### config.mk
export PLATFORM = sky130hd
export DESIGN_NAME = sdram_init_seq
export DESIGN_NICKNAME = d
export VERILOG_FILES = /design/src/rtl/sdinit_pkg.sv /design/src/rtl/sdinit_gap_timer.sv /design/src/rtl/sdinit_cmd_drive.sv /design/src/rtl/sdinit_refresh_timer.sv /design/src/rtl/sdram_init_seq.sv
export SDC_FILE = /design/constraint.sdc
export NUM_CORES = 1
export LEC_CHECK = 0
export ABC_CLOCK_PERIOD_IN_PS = 2150
export CAP_MARGIN = 20
export CORE_ASPECT_RATIO = 2
export CORE_MARGIN = 2
export CORE_UTILIZATION = 25
export DETAILED_ROUTE_END_ITERATION = 7
export SYNTH_ARGS = -nofsm -noshare
export SYNTH_HDL_FRONTEND = slang
export SYNTH_SLANG_ARGS = --single-unit
export TNS_END_PERCENT = 100
### constraint.sdc
create_clock -name clk -period 2.15 [get_ports clk]
set_input_delay 0.43 -clock clk [delete_from_list [all_inputs] [get_ports clk]]
set_output_delay 0.43 -clock clk [all_outputs]
set_load 0.005 [all_outputs]
### src/rtl/sdinit_pkg.sv
package sdinit_pkg;

    typedef enum logic [2:0] {
        PH_NORMAL       = 3'b000,
        PH_NOP          = 3'b001,
        PH_PRECHARGE    = 3'b010,
        PH_MODE_SET     = 3'b011,
        PH_AUTO_REFRESH = 3'b100
    } phase_e;

    typedef enum logic [3:0] {
        ST_PWRUP,
        ST_NOP,
        ST_PRECH,
        ST_WAIT_RP,
        ST_REFRESH,
        ST_WAIT_RC,
        ST_MODESET,
        ST_WAIT_MRD,
        ST_NORMAL
    } seq_state_e;

    typedef struct packed {
        logic cs_n;
        logic ras_n;
        logic cas_n;
        logic we_n;
    } sd_cmd_t;

    localparam sd_cmd_t CMD_INHIBIT   = 4'b1111;
    localparam sd_cmd_t CMD_NOP       = 4'b0111;
    localparam sd_cmd_t CMD_PRECHARGE = 4'b0010;
    localparam sd_cmd_t CMD_REFRESH   = 4'b0001;
    localparam sd_cmd_t CMD_MODE_SET  = 4'b0000;

    typedef struct packed {
        logic cas2;
        logic rcd2;
        logic rp2;
    } tim_cfg_t;

    // Two clocks when the fast bit is set, three otherwise.
    function automatic logic [1:0] clocks_of(input logic fast);
        return fast ? 2'd2 : 2'd3;
    endfunction

    // Mode word: CAS field [6:4], interleaved type [3], burst of four [2:0],
    // shifted left by three to match a 64-bit data path.
    function automatic logic [9:0] mode_word(input logic cas2);
        logic [2:0] cl;
        cl = cas2 ? 3'd2 : 3'd3;
        return {cl, 1'b1, 3'b010, 3'b000};
    endfunction

endpackage

### src/rtl/sdinit_gap_timer.sv
module sdinit_gap_timer #(
    parameter int CNT_W   = 8,
    parameter int RST_VAL = 0
) (
    input  logic             clk,
    input  logic             rst_n,
    input  logic             load,
    input  logic [CNT_W-1:0] load_val,
    output logic             expired
);

    logic [CNT_W-1:0] cnt_q;

    always_ff @(posedge clk or negedge rst_n) begin
        if (!rst_n) begin
            cnt_q <= CNT_W'(RST_VAL);
        end else if (load) begin
            cnt_q <= load_val;
        end else if (cnt_q != '0) begin
            cnt_q <= cnt_q - CNT_W'(1);
        end
    end

    assign expired = (cnt_q == '0);

endmodule

### src/rtl/sdinit_cmd_drive.sv
module sdinit_cmd_drive
    import sdinit_pkg::*;
#(
    parameter int ADDR_W = 13
) (
    input  seq_state_e        state,
    input  logic              cas2,
    output sd_cmd_t           cmd,
    output logic [ADDR_W-1:0] addr,
    output phase_e            phase,
    output logic              done
);

    always_comb begin
        cmd   = CMD_NOP;
        addr  = '0;
        phase = PH_NORMAL;
        done  = 1'b0;
        unique case (state)
            ST_PWRUP: begin
                cmd   = CMD_INHIBIT;
                phase = PH_NOP;
            end
            ST_NOP: begin
                phase = PH_NOP;
            end
            ST_PRECH: begin
                cmd      = CMD_PRECHARGE;
                addr[10] = 1'b1;
                phase    = PH_PRECHARGE;
            end
            ST_WAIT_RP: begin
                phase = PH_PRECHARGE;
            end
            ST_REFRESH: begin
                cmd   = CMD_REFRESH;
                phase = PH_AUTO_REFRESH;
            end
            ST_WAIT_RC: begin
                phase = PH_AUTO_REFRESH;
            end
            ST_MODESET: begin
                cmd       = CMD_MODE_SET;
                addr[9:0] = mode_word(cas2);
                phase     = PH_MODE_SET;
            end
            ST_WAIT_MRD: begin
                phase = PH_MODE_SET;
            end
            ST_NORMAL: begin
                phase = PH_NORMAL;
                done  = 1'b1;
            end
            default: begin
                cmd = CMD_INHIBIT;
            end
        endcase
    end

endmodule

### src/rtl/sdinit_refresh_timer.sv
module sdinit_refresh_timer #(
    parameter int CLKS_PER_BASE = 20,
    parameter int PEND_W        = 2
) (
    input  logic       clk,
    input  logic       rst_n,
    input  logic       run,
    input  logic [2:0] code,
    input  logic       ack,
    output logic       req
);

    localparam int MAX_IVAL = CLKS_PER_BASE * 16;
    localparam int CNT_W    = $clog2(MAX_IVAL + 1);

    logic [CNT_W-1:0]  ival;
    logic [CNT_W-1:0]  cnt_q;
    logic [PEND_W-1:0] pend_q;
    logic              enable;
    logic              tick;
    logic              dec;

    always_comb begin
        if (code >= 3'd1 && code <= 3'd5) begin
            ival = CNT_W'(CLKS_PER_BASE) << (code - 3'd1);
        end else begin
            ival = '0;
        end
    end

    assign enable = run && (ival != '0);
    assign tick   = enable && (cnt_q >= ival - CNT_W'(1));
    assign dec    = ack && (pend_q != '0);

    always_ff @(posedge clk or negedge rst_n) begin
        if (!rst_n) begin
            cnt_q <= '0;
        end else if (!enable || tick) begin
            cnt_q <= '0;
        end else begin
            cnt_q <= cnt_q + CNT_W'(1);
        end
    end

    always_ff @(posedge clk or negedge rst_n) begin
        if (!rst_n) begin
            pend_q <= '0;
        end else if (tick && !dec) begin
            if (pend_q != '1) begin
                pend_q <= pend_q + PEND_W'(1);
            end
        end else if (dec && !tick) begin
            pend_q <= pend_q - PEND_W'(1);
        end
    end

    assign req = (pend_q != '0);

endmodule

### src/rtl/sdram_init_seq.sv
module sdram_init_seq
    import sdinit_pkg::*;
#(
    parameter int ADDR_W        = 13,
    parameter int PWRUP_CYCLES  = 40,
    parameter int TRC_CYCLES    = 7,
    parameter int NUM_REFRESH   = 8,
    parameter int MRD_CYCLES    = 2,
    parameter int CLKS_PER_BASE = 20,
    parameter int PEND_W        = 2
) (
    input  logic              clk,
    input  logic              rst_n,
    input  logic              cfg_cl2,
    input  logic              cfg_rcd2,
    input  logic              cfg_rp2,
    input  logic [2:0]        cfg_ref_code,
    input  logic              ref_ack,
    output logic [2:0]        mode_sel,
    output logic              cmd_cs_n,
    output logic              cmd_ras_n,
    output logic              cmd_cas_n,
    output logic              cmd_we_n,
    output logic [ADDR_W-1:0] cmd_addr,
    output logic [1:0]        tim_cas,
    output logic [1:0]        tim_rcd,
    output logic [1:0]        tim_rp,
    output logic              ref_req,
    output logic              init_done
);

    localparam int MAX_A    = (PWRUP_CYCLES > TRC_CYCLES) ? PWRUP_CYCLES : TRC_CYCLES;
    localparam int WAIT_MAX = (MAX_A > MRD_CYCLES) ? MAX_A : MRD_CYCLES;
    localparam int CNT_W    = $clog2(WAIT_MAX + 1);
    localparam int REF_W    = $clog2(NUM_REFRESH + 1);

    seq_state_e       state_q;
    seq_state_e       state_nx;
    tim_cfg_t         tcfg_q;
    logic [REF_W-1:0] ref_cnt_q;
    logic             gap_load;
    logic [CNT_W-1:0] gap_val;
    logic             gap_expired;
    sd_cmd_t          cmd;
    phase_e           phase;
    logic             done;

    sdinit_gap_timer #(
        .CNT_W  (CNT_W),
        .RST_VAL(PWRUP_CYCLES - 1)
    ) u_gap (
        .clk     (clk),
        .rst_n   (rst_n),
        .load    (gap_load),
        .load_val(gap_val),
        .expired (gap_expired)
    );

    // State register.
    always_ff @(posedge clk or negedge rst_n) begin
        if (!rst_n) begin
            state_q <= ST_PWRUP;
        end else begin
            state_q <= state_nx;
        end
    end

    // Next state and wait loading.
    always_comb begin
        state_nx = state_q;
        gap_load = 1'b0;
        gap_val  = '0;
        unique case (state_q)
            ST_PWRUP: begin
                if (gap_expired) begin
                    state_nx = ST_NOP;
                end
            end
            ST_NOP: begin
                state_nx = ST_PRECH;
            end
            ST_PRECH: begin
                gap_load = 1'b1;
                gap_val  = tcfg_q.rp2 ? CNT_W'(0) : CNT_W'(1);
                state_nx = ST_WAIT_RP;
            end
            ST_WAIT_RP: begin
                if (gap_expired) begin
                    state_nx = ST_REFRESH;
                end
            end
            ST_REFRESH: begin
                gap_load = 1'b1;
                gap_val  = CNT_W'(TRC_CYCLES - 2);
                state_nx = ST_WAIT_RC;
            end
            ST_WAIT_RC: begin
                if (gap_expired) begin
                    if (ref_cnt_q == REF_W'(NUM_REFRESH)) begin
                        state_nx = ST_MODESET;
                    end else begin
                        state_nx = ST_REFRESH;
                    end
                end
            end
            ST_MODESET: begin
                gap_load = 1'b1;
                gap_val  = CNT_W'(MRD_CYCLES - 2);
                state_nx = ST_WAIT_MRD;
            end
            ST_WAIT_MRD: begin
                if (gap_expired) begin
                    state_nx = ST_NORMAL;
                end
            end
            ST_NORMAL: begin
                state_nx = ST_NORMAL;
            end
            default: begin
                state_nx = ST_PWRUP;
            end
        endcase
    end

    // Refresh count and timing capture.
    always_ff @(posedge clk or negedge rst_n) begin
        if (!rst_n) begin
            ref_cnt_q <= '0;
            tcfg_q    <= '0;
        end else begin
            if (state_q == ST_REFRESH) begin
                ref_cnt_q <= ref_cnt_q + REF_W'(1);
            end
            if (state_q == ST_PWRUP && gap_expired) begin
                tcfg_q <= '{cas2: cfg_cl2, rcd2: cfg_rcd2, rp2: cfg_rp2};
            end
        end
    end

    // Output decode.
    sdinit_cmd_drive #(
        .ADDR_W(ADDR_W)
    ) u_drive (
        .state(state_q),
        .cas2 (tcfg_q.cas2),
        .cmd  (cmd),
        .addr (cmd_addr),
        .phase(phase),
        .done (done)
    );

    sdinit_refresh_timer #(
        .CLKS_PER_BASE(CLKS_PER_BASE),
        .PEND_W       (PEND_W)
    ) u_refresh (
        .clk  (clk),
        .rst_n(rst_n),
        .run  (done),
        .code (cfg_ref_code),
        .ack  (ref_ack),
        .req  (ref_req)
    );

    assign mode_sel  = phase;
    assign cmd_cs_n  = cmd.cs_n;
    assign cmd_ras_n = cmd.ras_n;
    assign cmd_cas_n = cmd.cas_n;
    assign cmd_we_n  = cmd.we_n;
    assign init_done = done;
    assign tim_cas   = clocks_of(tcfg_q.cas2);
    assign tim_rcd   = clocks_of(tcfg_q.rcd2);
    assign tim_rp    = clocks_of(tcfg_q.rp2);

endmodule

After elaboration in Yosys (flattened, before gate mapping)
Index checks and enable logic that the tools add are counted.
W data, S select, Z words.
{"block": "totals", "romBits": 0, "ff_bits": 28, "output_inout_bits": 28, "ramBits": 0, "mem_count": 0, "latchBits": 0}
{"block": "classes", "muxes": 25, "n_shift": 1, "bitwise": 0, "mul": 0, "magnitude_cmp": 3, "eq_ne": 15, "n_addsub": 7, "n_reduce_logical": 26, "n_div": 0}
{"cell": "$pmux W4 S9", "count": 1}
{"cell": "$mux W9", "count": 2}
{"cell": "$eq A4 B3 Y1 const B", "count": 4}
{"cell": "$mux W4", "count": 4}
{"cell": "$pmux W4 S4", "count": 1}
{"cell": "$mux W6", "count": 2}
{"cell": "$ne A2 B2 Y1 const B", "count": 6}
{"cell": "$pmux W3 S4", "count": 1}
{"cell": "$mux W10", "count": 1}
{"cell": "$add A9 B1 Y9 const B", "count": 1}
{"cell": "$ge A9 B9 Y1", "count": 1}
{"cell": "$reduce_bool A9 Y1", "count": 1}
{"cell": "$shl A5 B3 Y9 const A", "count": 1}
{"cell": "$sub A9 B1 Y9 const B", "count": 1}
{"cell": "$eq A4 B2 Y1 const B", "count": 2}
{"cell": "$eq A4 B4 Y1 const B", "count": 2}
{"cell": "$mux W1", "count": 8}
{"cell": "$mux W2", "count": 4}
{"cell": "$reduce_or A2 Y1", "count": 4}
{"cell": "$logic_and A1 B1 Y1", "count": 7}
{"cell": "$logic_not A6 Y1", "count": 1}
{"cell": "$pmux W3 S2", "count": 1}
{"cell": "$reduce_bool A2 Y1", "count": 3}
{"cell": "$reduce_bool A6 Y1", "count": 1}
{"cell": "other kinds (15)", "count": 17}

Logic depth before layout (Yosys ltp)
Gate-level depths: netlist of run 1.
{"block": "logic_depth", "word_depth": 10, "mapped_depth": 14}

Modules after synthesis
A second synthesis of run 1 with hierarchy kept.
{"block": "hier_totals", "hier_cells": 221, "area_unflattened_um2": 2006.9}
{"mod": "sdinit_refresh_timer", "cells_each": 98, "area_each_um2": 837.1, "n_inst": 1}
{"mod": "sdram_init_seq", "cells_each": 56, "area_each_um2": 591.8, "n_inst": 1}
{"mod": "sdinit_gap_timer", "cells_each": 40, "area_each_um2": 405.4, "n_inst": 1}
{"mod": "sdinit_cmd_drive", "cells_each": 27, "area_each_um2": 172.7, "n_inst": 1}

Least setup slack after synthesis of run 1
No wires, ideal clock.
{"block": "synth_path", "path_kind": "input to register", "startpoint": "input port cfg_ref_code[1]", "endpoint": "register u_refresh.pend_q[0]", "arrival_time_ps": 2828, "n_path_buf": 1, "slack_ps": -759, "stages": 13, "cell_sequence": "buf_4 inv_1 or3_1 ha_1 o211ai_1 o21ai_0 ha_1 nand4_1 nor2_1 a221oi_2 nand2b_4 mux2_4 nor3_2"}
{"block": "synth_via", "elab_chain_cells": 10}
{"element": "start, declared", "line": "sdram_init_seq.sv:17", "rtl": "input logic [2:0] cfg_ref_code,"}
{"element": "$sub A3 B1 Y3 (tied with other cells)", "line": "sdinit_refresh_timer.sv:25", "rtl": "ival = CNT_W'(CLKS_PER_BASE) << (code - 3'd1);"}
{"element": "$shl A5 B3 Y9 or $logic_and A1 B1 Y1 (tied branches)", "line": "sdinit_refresh_timer.sv:25, sdinit_refresh_timer.sv:24"}
{"element": "$mux W9 (*)", "line": "sdinit_refresh_timer.sv:24", "rtl": "if (code >= 3'd1 && code <= 3'd5) begin"}
{"element": "$sub A9 B1 Y9 or $reduce_bool A9 Y1 (tied branches)", "line": "sdinit_refresh_timer.sv:32, sdinit_refresh_timer.sv:31"}
{"element": "$ge A9 B9 Y1 or $logic_and A1 B1 Y1 (tied branches)", "line": "sdinit_refresh_timer.sv:32, sdinit_refresh_timer.sv:31"}
{"element": "$logic_and A1 B1 Y1 (*)", "line": "sdinit_refresh_timer.sv:32", "rtl": "assign tick = enable && (cnt_q >= ival - CNT_W'(1));"}
{"element": "$logic_not A1 Y1", "line": "sdinit_refresh_timer.sv:52", "rtl": "end else if (dec && !tick) begin"}
{"element": "$logic_and A1 B1 Y1", "line": "sdinit_refresh_timer.sv:52"}
{"element": "$reduce_bool A2 Y1 (no source line)"}
{"element": "$reduce_and A2 Y1 (no source line)"}
{"element": "end signal, assigned", "line": "sdinit_refresh_timer.sv:50", "rtl": "pend_q <= pend_q + PEND_W'(1);"}
{"element": "end signal, assigned", "line": "sdinit_refresh_timer.sv:53", "rtl": "pend_q <= pend_q - PEND_W'(1);"}
{"element": "end, declared", "line": "sdinit_refresh_timer.sv:18", "rtl": "logic [PEND_W-1:0] pend_q;"}
Every way passes the cells marked *; elsewhere a longest branch is shown, timed or not.
A chain may end at the register's enable or synchronous reset.

Worst setup path after layout of run 1
{"block": "layout_path", "startpoint": "input port cfg_ref_code[0]", "endpoint": "register u_refresh.pend_q[0]"}
Same word-level chain as after synthesis.

==> summary.md, run 1 <==
| Metric | Value |
|---|---|
| Status | `complete, but fails checks` |
| Failing checks | `negative setup slack` |
| HPWL after detailed placement | `3080 µm` |
| GRT overflow | `0` |
| Leakage power | `1.22 nW` |
| Worst-path clk slew | `70 ps` |
| Wire length per cell | `11.2 µm` |
| Internal | `1.53 mW` |
| Top delay family on crit path | `simple AND/OR/NAND/NOR gates` |
| Post-synth top flop | `dfrtp_1` |
| Overall routing resource usage | `9.91%` |
| Initial antenna violation count | `0` |
| Vias in the first global route | `1499` |
| Layout Nets | `277` |
| Vias per inst | `4.40` |
| Max-slew violation count | `0` |
| Worst Clk Skew | `3.81 ps` |
| H-tree levels | `1` |
| Largest net degree at the start of global routing | `29` |
| Fin. Hold Viols | `0` |
| Yosys reg bits | `28` |
| Clk buf depth | `2` |
| Total length of routed wires | `3890 µm` |
| Power Dens Cells | `911 mW/mm²` |
| Top post-synthesis cells by area | `dfrtp_1 (32%), ha_1 (8.8%), nor2_1 (6.1%), buf_4 (5.7%), dfstp_2 (5.7%)` |
| Yosys warning count | `0` |
| Tot Pwr | `2.32 mW` |
| Combinational Power Share | `43.2%` |
| WP data arrival | `2790 ps` |
| Antenna Violating Nets Remaining | `0` |
| Worst path required time | `2340 ps` |
| Rows | `44` |
| Antenna Cells | `0` |
| Area Growth Syn to Fin | `37.2%` |
| IO Pins | `37` |
| Post-route setup slack | `-450 ps` |
| Commonest cells after routing, fill and taps aside | `buf_4 (25), dfrtp_1 (22), nor2_1 (21)` |
| NetSw | `0.790 mW` |
| Sequential Power Share | `37.2%` |
| Max IR drop VDD | `0.000310 V` |
| CP max stage delay | `390 ps` |
| Clock latency at the later pin of the worst-skew pair | `260 ps` |
| Root buffer cell | `clkbuf_16` |
| Most used cell, CP | `nand2_2` |
| Die Ht | `126 µm` |
| Crit-path cells | `buf_8 > or3_4 > ha_4 > nand2_2 > nand2_2 > a32oi_2 > ha_1 > nand4_1 > nor2_1 > a221oi_2 > nand2b_4 > mux2_4 > nor3_2` |
| Power share of the clock group | `19.7%` |
| Crit Path Max Fanout | `5` |
| Cell type with the largest total area after synthesis | `dfrtp_1` |
| Design Area, Final | `0.00255 mm²` |
| Yosys top cell area share | `32.3%` |
| Tmin final | `2600 ps` |
| Chip width | `65.0 µm` |
| Initial DRT Pass Iterations | `2` |
| Number of port buffers | `25` |
| Starting density of the core | `25.8%` |
| CP Buf/Inv Count | `1` |
| Sequential share of the synthesized area | `38.0%` |
| Core area | `0.00721 mm²` |
| Final setup fails | `15` |
| Max_cap viols | `0` |
| CTS tree | `built` |
| Share of cells above drive strength 1 | `28.3%` |
| Type of origin of the critical path | `input port` |
| Fraction of registers with async set/reset | `100%` |
| Tcrit/Tclk final | `121%` |
| Syn Area/Cell | `8.89 µm²` |
| Synth Cell Area | `0.00186 mm²` |
| Unique masters post-synth | `41` |
| RSZ-0062 raised after global routing | `true` |
| First-pass GRT wire length | `6460 µm` |
| Setup CP Type | `input port to flip-flop` |
| RePlAce Congestion | `0.764` |
| Highest Clock Rate | `385 MHz` |
| R2r setup slk | `80 ps` |
| CTS buffer count | `3` |
| CP Capture Type | `flip-flop` |
| Worst Hold Class | `flip-flop to flip-flop` |
| Die ar. | `0.00818 mm²` |
| Switch share | `34.0%` |
| Placed Instance Area | `0.00231 mm²` |
| Commonest non-fill, non-tap cell in the layout | `buf_4` |
| Detailed Route Iter0 Violations | `36` |
| DR vias | `1522` |
| Worst path slowest cell | `or3_4` |
| DR DRC count | `0` |
| Number of synthesized flops with an enable pin | `0` |
| Post-Syn Instances | `209` |
| Clk sink count | `28` |
[final cells by class]
type | count | area (µm²)
well taps | 92 | 115
flip-flops and latches | 28 | 708
clock buffers | 4 | 88.8
multi-input cells | 156 | 1120
fillers | 740 | 4660
repair buffers | 51 | 459
inverters | 15 | 56.3
[what timing repair did]
action / in CTS / in global routing
buffers inserted: 3 / 2
cloned: 0 / 0
pin swaps: 17 / 10
setup endpoints to repair: 17 / 19
gates resized for setup: 30 / 21
hold buffers: 0 / 0
[logic make-up (layout without fill, tap and decap cells)]
kind of cell,count (synthesis),after routing,synth area share [%]
AOI/OAI and AO/OA,24,24,9.09
xor gates and xnor gates,18,18,8.48
adders and majority gates,14,14,9.36
DFF,28,28,38.0
muxes,4,4,2.63
other,2,11,0.404
buffers and inverters,34,70,9.97
and+or+nand+nor,85,85,22.1
[power by group through the flow]
stage,Clock (mW),Combinational (mW),Sequential [mW]
finish,0.457,1.00,0.863
global route,0.492,1.14,0.881
CTS,0.472,1.01,0.851
detailed placement,0,0.986,0.860
global placement,0,0.968,0.855
floorplan,0,0.634,0.784
[per-stage QoR]
stage               TNS (ps)  instances  hold slack, ps  util [%]  worst slack, ps
finish                 -2610        346             489      35.4             -450
global route           -4830        346             520      35.4             -603
CTS                    -2020        344             502      34.2             -439
detailed placement    -10280        337             489      32.0            -1150
global placement       -9660        337             482      32.0            -1090
floorplan              -3490        218             134         -             -609
[final timing paths]
check,startpoint,to,cells past startpoint
max in group asynchronous,rst_n,u_gap.cnt_q[0],2
hold / removal,ref_cnt_q[3],ref_cnt_q[3],1
min in group asynchronous,rst_n,state_q[2],2
hold reg to reg,ref_cnt_q[3],ref_cnt_q[3],1
setup reg to reg,u_refresh.cnt_q[1],u_refresh.pend_q[0],7
setup / recovery,cfg_ref_code[0],u_refresh.pend_q[0],13
[cell usage after synthesis, types with 2 or more instances]
cell,count
dfstp_2,4
dfrtp_1,24
inv_1,15
a21o_1,3
nor2b_1,2
o31ai_1,2
o21ai_0,5
conb_1,2
buf_2,4
mux2_2,3
nor2_1,30
nor3_1,8
nand3_1,10
nor3_2,2
a21oi_1,5
ha_1,13
or3_1,2
xor2_1,10
xnor2_1,8
nand4_1,2
o21bai_1,2
buf_4,14
nand2_1,21
[metal layers]
| layer | track usage, % | up-vias | part of all wire [%] |
|---|---|---|---|
| li1 | - | 754 | - |
| met1 | 9.49 | 729 | 35 |
| met2 | 20.4 | 33 | 60 |
| met3 | 1.07 | 6 | 3.1 |
| met4 | 3.38 | 0 | 1.5 |
| met5 | 0 | - | 0 |
[state kept, by name (all words and copies together), names as in the netlist]
register	flops
ref_cnt_q	4
state_q	4
tcfg_q	3
u_gap.cnt_q	6
u_refresh.cnt_q	9
u_refresh.pend_q	2
Note: power is estimated with default switching activity, not from simulation.
==> run 2: changes to the inputs <==
--- a/config.mk
+++ b/config.mk
@@ -11,7 +11,9 @@
 export CORE_MARGIN = 2
 export CORE_UTILIZATION = 25
 export DETAILED_ROUTE_END_ITERATION = 7
+export GPL_ROUTABILITY_DRIVEN = 0
 export SYNTH_ARGS = -nofsm -noshare
 export SYNTH_HDL_FRONTEND = slang
+export SYNTH_HIERARCHICAL = 1
 export SYNTH_SLANG_ARGS = --single-unit
 export TNS_END_PERCENT = 100
==> run 2 against run 1 <==
Compared with the run above: highest routed layer unchanged; setup slack improved by 230 ps; total power is 52% lower; flip-flop and latch count did not move; clock power up 0.9%; the run still ends with negative setup slack left.
==> summary.md, run 2 <==
| Metric | Value |
|---|---|
| Hold slack final | `473 ps` |
| Sequential share of the synthesized area | `35.2%` |
| Setup_tns | `-1970 ps` |
| Largest net degree at the start of global routing | `29` |
| Worst Hold Class | `flip-flop to flip-flop` |
| Chip width | `67.4 µm` |
| H-tree levels | `1` |
| Max-slew violation count | `0` |
| Crit Path Max Fanout | `5` |
| HPWL after detailed placement | `3060 µm` |
| Overall routing resource usage | `9.35%` |
| Antenna Cells | `0` |
| Hold Buf Count CTS | `0` |
| Top reg by flops | `u_refresh/cnt_q` |
| Initial antenna violation count | `0` |
| Worst Clk Skew | `1.97 ps` |
| Post-synth top flop | `dfrtp_1` |
| Yosys top cell area share | `29.9%` |
| Detailed Route Iter0 Violations | `40` |
| CP Capture Type | `flip-flop` |
| Number of synthesized flops with an enable pin | `0` |
| Top post-synthesis cells by area | `dfrtp_1 (30%), ha_1 (8.1%), dfstp_2 (5.2%), nor2_1 (5.0%), buf_4 (4.9%)` |
| Setup CP Type | `input port to flip-flop` |
| Die Ht | `131 µm` |
| Die ar. | `0.00880 mm²` |
| # fillers | `798` |
| DR DRC count | `0` |
| Worst-path clk slew | `60 ps` |
| Placed Instance Area | `0.00243 mm²` |
| Placement Setup Slack | `-1010 ps` |
| Max IR drop VDD | `0.000354 V` |
| WP data arrival | `2570 ps` |
| Worst path required time | `2350 ps` |
| Highest Clock Rate | `421 MHz` |
| Worst r2r src | `state_q[2]` |
| Yosys warning count | `6` |
| Cell type with the largest total area after synthesis | `dfrtp_1` |
| Post-route setup slack | `-223 ps` |
| Syn Area/Cell | `9.08 µm²` |
| Antenna Violating Nets Remaining | `0` |
| Critical path endpoint | `u_refresh/cnt_q[3]` |
| Tot Pwr | `1.11 mW` |
| Failing checks | `negative setup slack` |
| GRT overflow | `0` |
| Initial DRT Pass Iterations | `4` |
| Starting density of the core | `25.5%` |
| IO Pins | `37` |
| Vias in the first global route | `1509` |
| Tmin final | `2370 ps` |
| Status | `complete, but fails checks` |
| Clk buf depth | `2` |
| First-pass GRT wire length | `6380 µm` |
| Synth Cell Area | `0.00201 mm²` |
| Core area | `0.00789 mm²` |
| Root buffer cell | `clkbuf_16` |
| Max reg flops | `9` |
| Number of port buffers | `25` |
| Unique masters post-synth | `51` |
| Final setup fails | `10` |
| Fraction of registers with async set/reset | `100%` |
| Worst r2r path cells | `7` |
| Max_cap viols | `0` |
| CTS tree | `built` |
| Power Dens Cells | `417 mW/mm²` |
| Vias per inst | `4.49` |
| Area Growth Syn to Fin | `32.0%` |
| CTS buffer count | `3` |
| Clock latency at the later pin of the worst-skew pair | `260 ps` |
| Yosys reg bits | `28` |
| Commonest non-fill, non-tap cell in the layout | `dfrtp_1` |
| Total length of routed wires | `4080 µm` |
| Design Area, Final | `0.00265 mm²` |
| DR vias | `1617` |
| Clk sink count | `28` |
| Rows | `46` |
| CP startpoint | `cfg_ref_code[1]` |
| Leakage power | `1.14 nW` |
| Biggest regs | `u_refresh/cnt_q x9, u_gap/cnt_q x6` |
| Worst R2R End | `u_refresh/pend_q[0]` |
| Wire length per cell | `11.3 µm` |
| Fin. Hold Viols | `0` |
| RSZ-0062 raised after global routing | `true` |
| Commonest cells after routing, fill and taps aside | `dfrtp_1 (22), nor2_1 (21), clkdlybuf4s50_1 (21), buf_4 (21), nand2_1 (18)` |
| Share of cells above drive strength 1 | `27.3%` |
| Tcrit/Tclk final | `110%` |
| Type of origin of the critical path | `input port` |
| Layout Nets | `287` |
| Most frequent cell after synthesis | `nor2_1` |
| R2r setup slk | `200 ps` |
| Most frequent cells after synthesis | `nor2_1 (27), dfrtp_1 (24), nand2_1 (19)` |
| Post-Syn Instances | `221` |
run 2: cell count changes in the layout (fill, tap and decap cells not counted), sizes merged, moves of 3 or more:
cell	before	now
a21oi	6	9
nor2	30	27
inv	15	12
or2	1	5
buf	29	25
a211oi	0	4
conb	11	15
nor3	10	7
o21ai	5	9
run 2: final cells by class:
type	count	area (µm²)	area share (%)
timing repair buffer	47	429	16.2
tap	96	120	4.53
clock buffer	4	88.8	3.35
inverter	12	45.0	1.70
multi-input combinational	173	1260	47.5
sequential	28	708	26.7
run 2: per-layer routing:
layer  track usage (%)  vias up  wire [µm]
met3              1.28        4        114
met2              18.8       26       2430
met5                 0        -          0
met1              9.10      778       1490
li1                  -      809          -
met4              3.60        0         46
run 2: stage by stage:
step / cells / util [%]
floorplan: 233 / -
global placement: 350 / 30.8
detailed placement: 350 / 30.8
CTS: 355 / 32.4
global route: 360 / 33.6
finish: 360 / 33.6
run 2: worst max-delay path, cell delays in order:
cell      delay, ps
buf_8           100
nor3b_4         200
inv_2            70
ha_4            190
nand2_4          80
o21ai_2          50
o21ai_1         120
ha_1            260
a21oi_2         130
nor2_1           60
a211oi_2        260
o21ai_1         170
or2_4           330
nor2_4          110
run 2: timing repair:
| action | CTS | global route |
|---|---|---|
| endpoints found under the setup margin | 11 | 19 |
| pin swaps | 11 | 5 |
| gates cloned | 0 | 1 |
| buffers inserted | 1 | 4 |
| resized for setup | 22 | 20 |
run 2: how the worst min path moves through the flow:
stage	startpoint	to	slack, ps	depth (start not counted)
2_1_floorplan	rst_n	ref_cnt_q[0]	130	0
3_3_place_gp	ref_cnt_q[3]	ref_cnt_q[3]	460	1
3_5_place_dp	ref_cnt_q[3]	ref_cnt_q[3]	460	1
4_1_cts	ref_cnt_q[3]	ref_cnt_q[3]	470	1
5_1_grt	ref_cnt_q[3]	ref_cnt_q[3]	500	1
6_report	ref_cnt_q[3]	ref_cnt_q[3]	470	1
run 2: cells by family (layout without fill, tap and decap cells):
logic type               count (synthesis)  after routing  synth area share, %
AND/OR/NAND/NOR                         89             90                 25.0
AO/OA/AOI/OAI                           33             33                 11.2
buffers and inverters                   33             63                 9.97
flip-flops                              28             28                 35.2
XOR/XNOR                                18             18                 7.86
adder cells (fa/ha/maj)                 13             13                 8.10
multiplexers                             4              4                 2.18
other                                    3             15                0.561
run 2: where the power goes:
part           switching [mW]  internal [mW]
combinational          0.0565         0.0560
clock                   0.176          0.285
sequential            0.00204          0.530
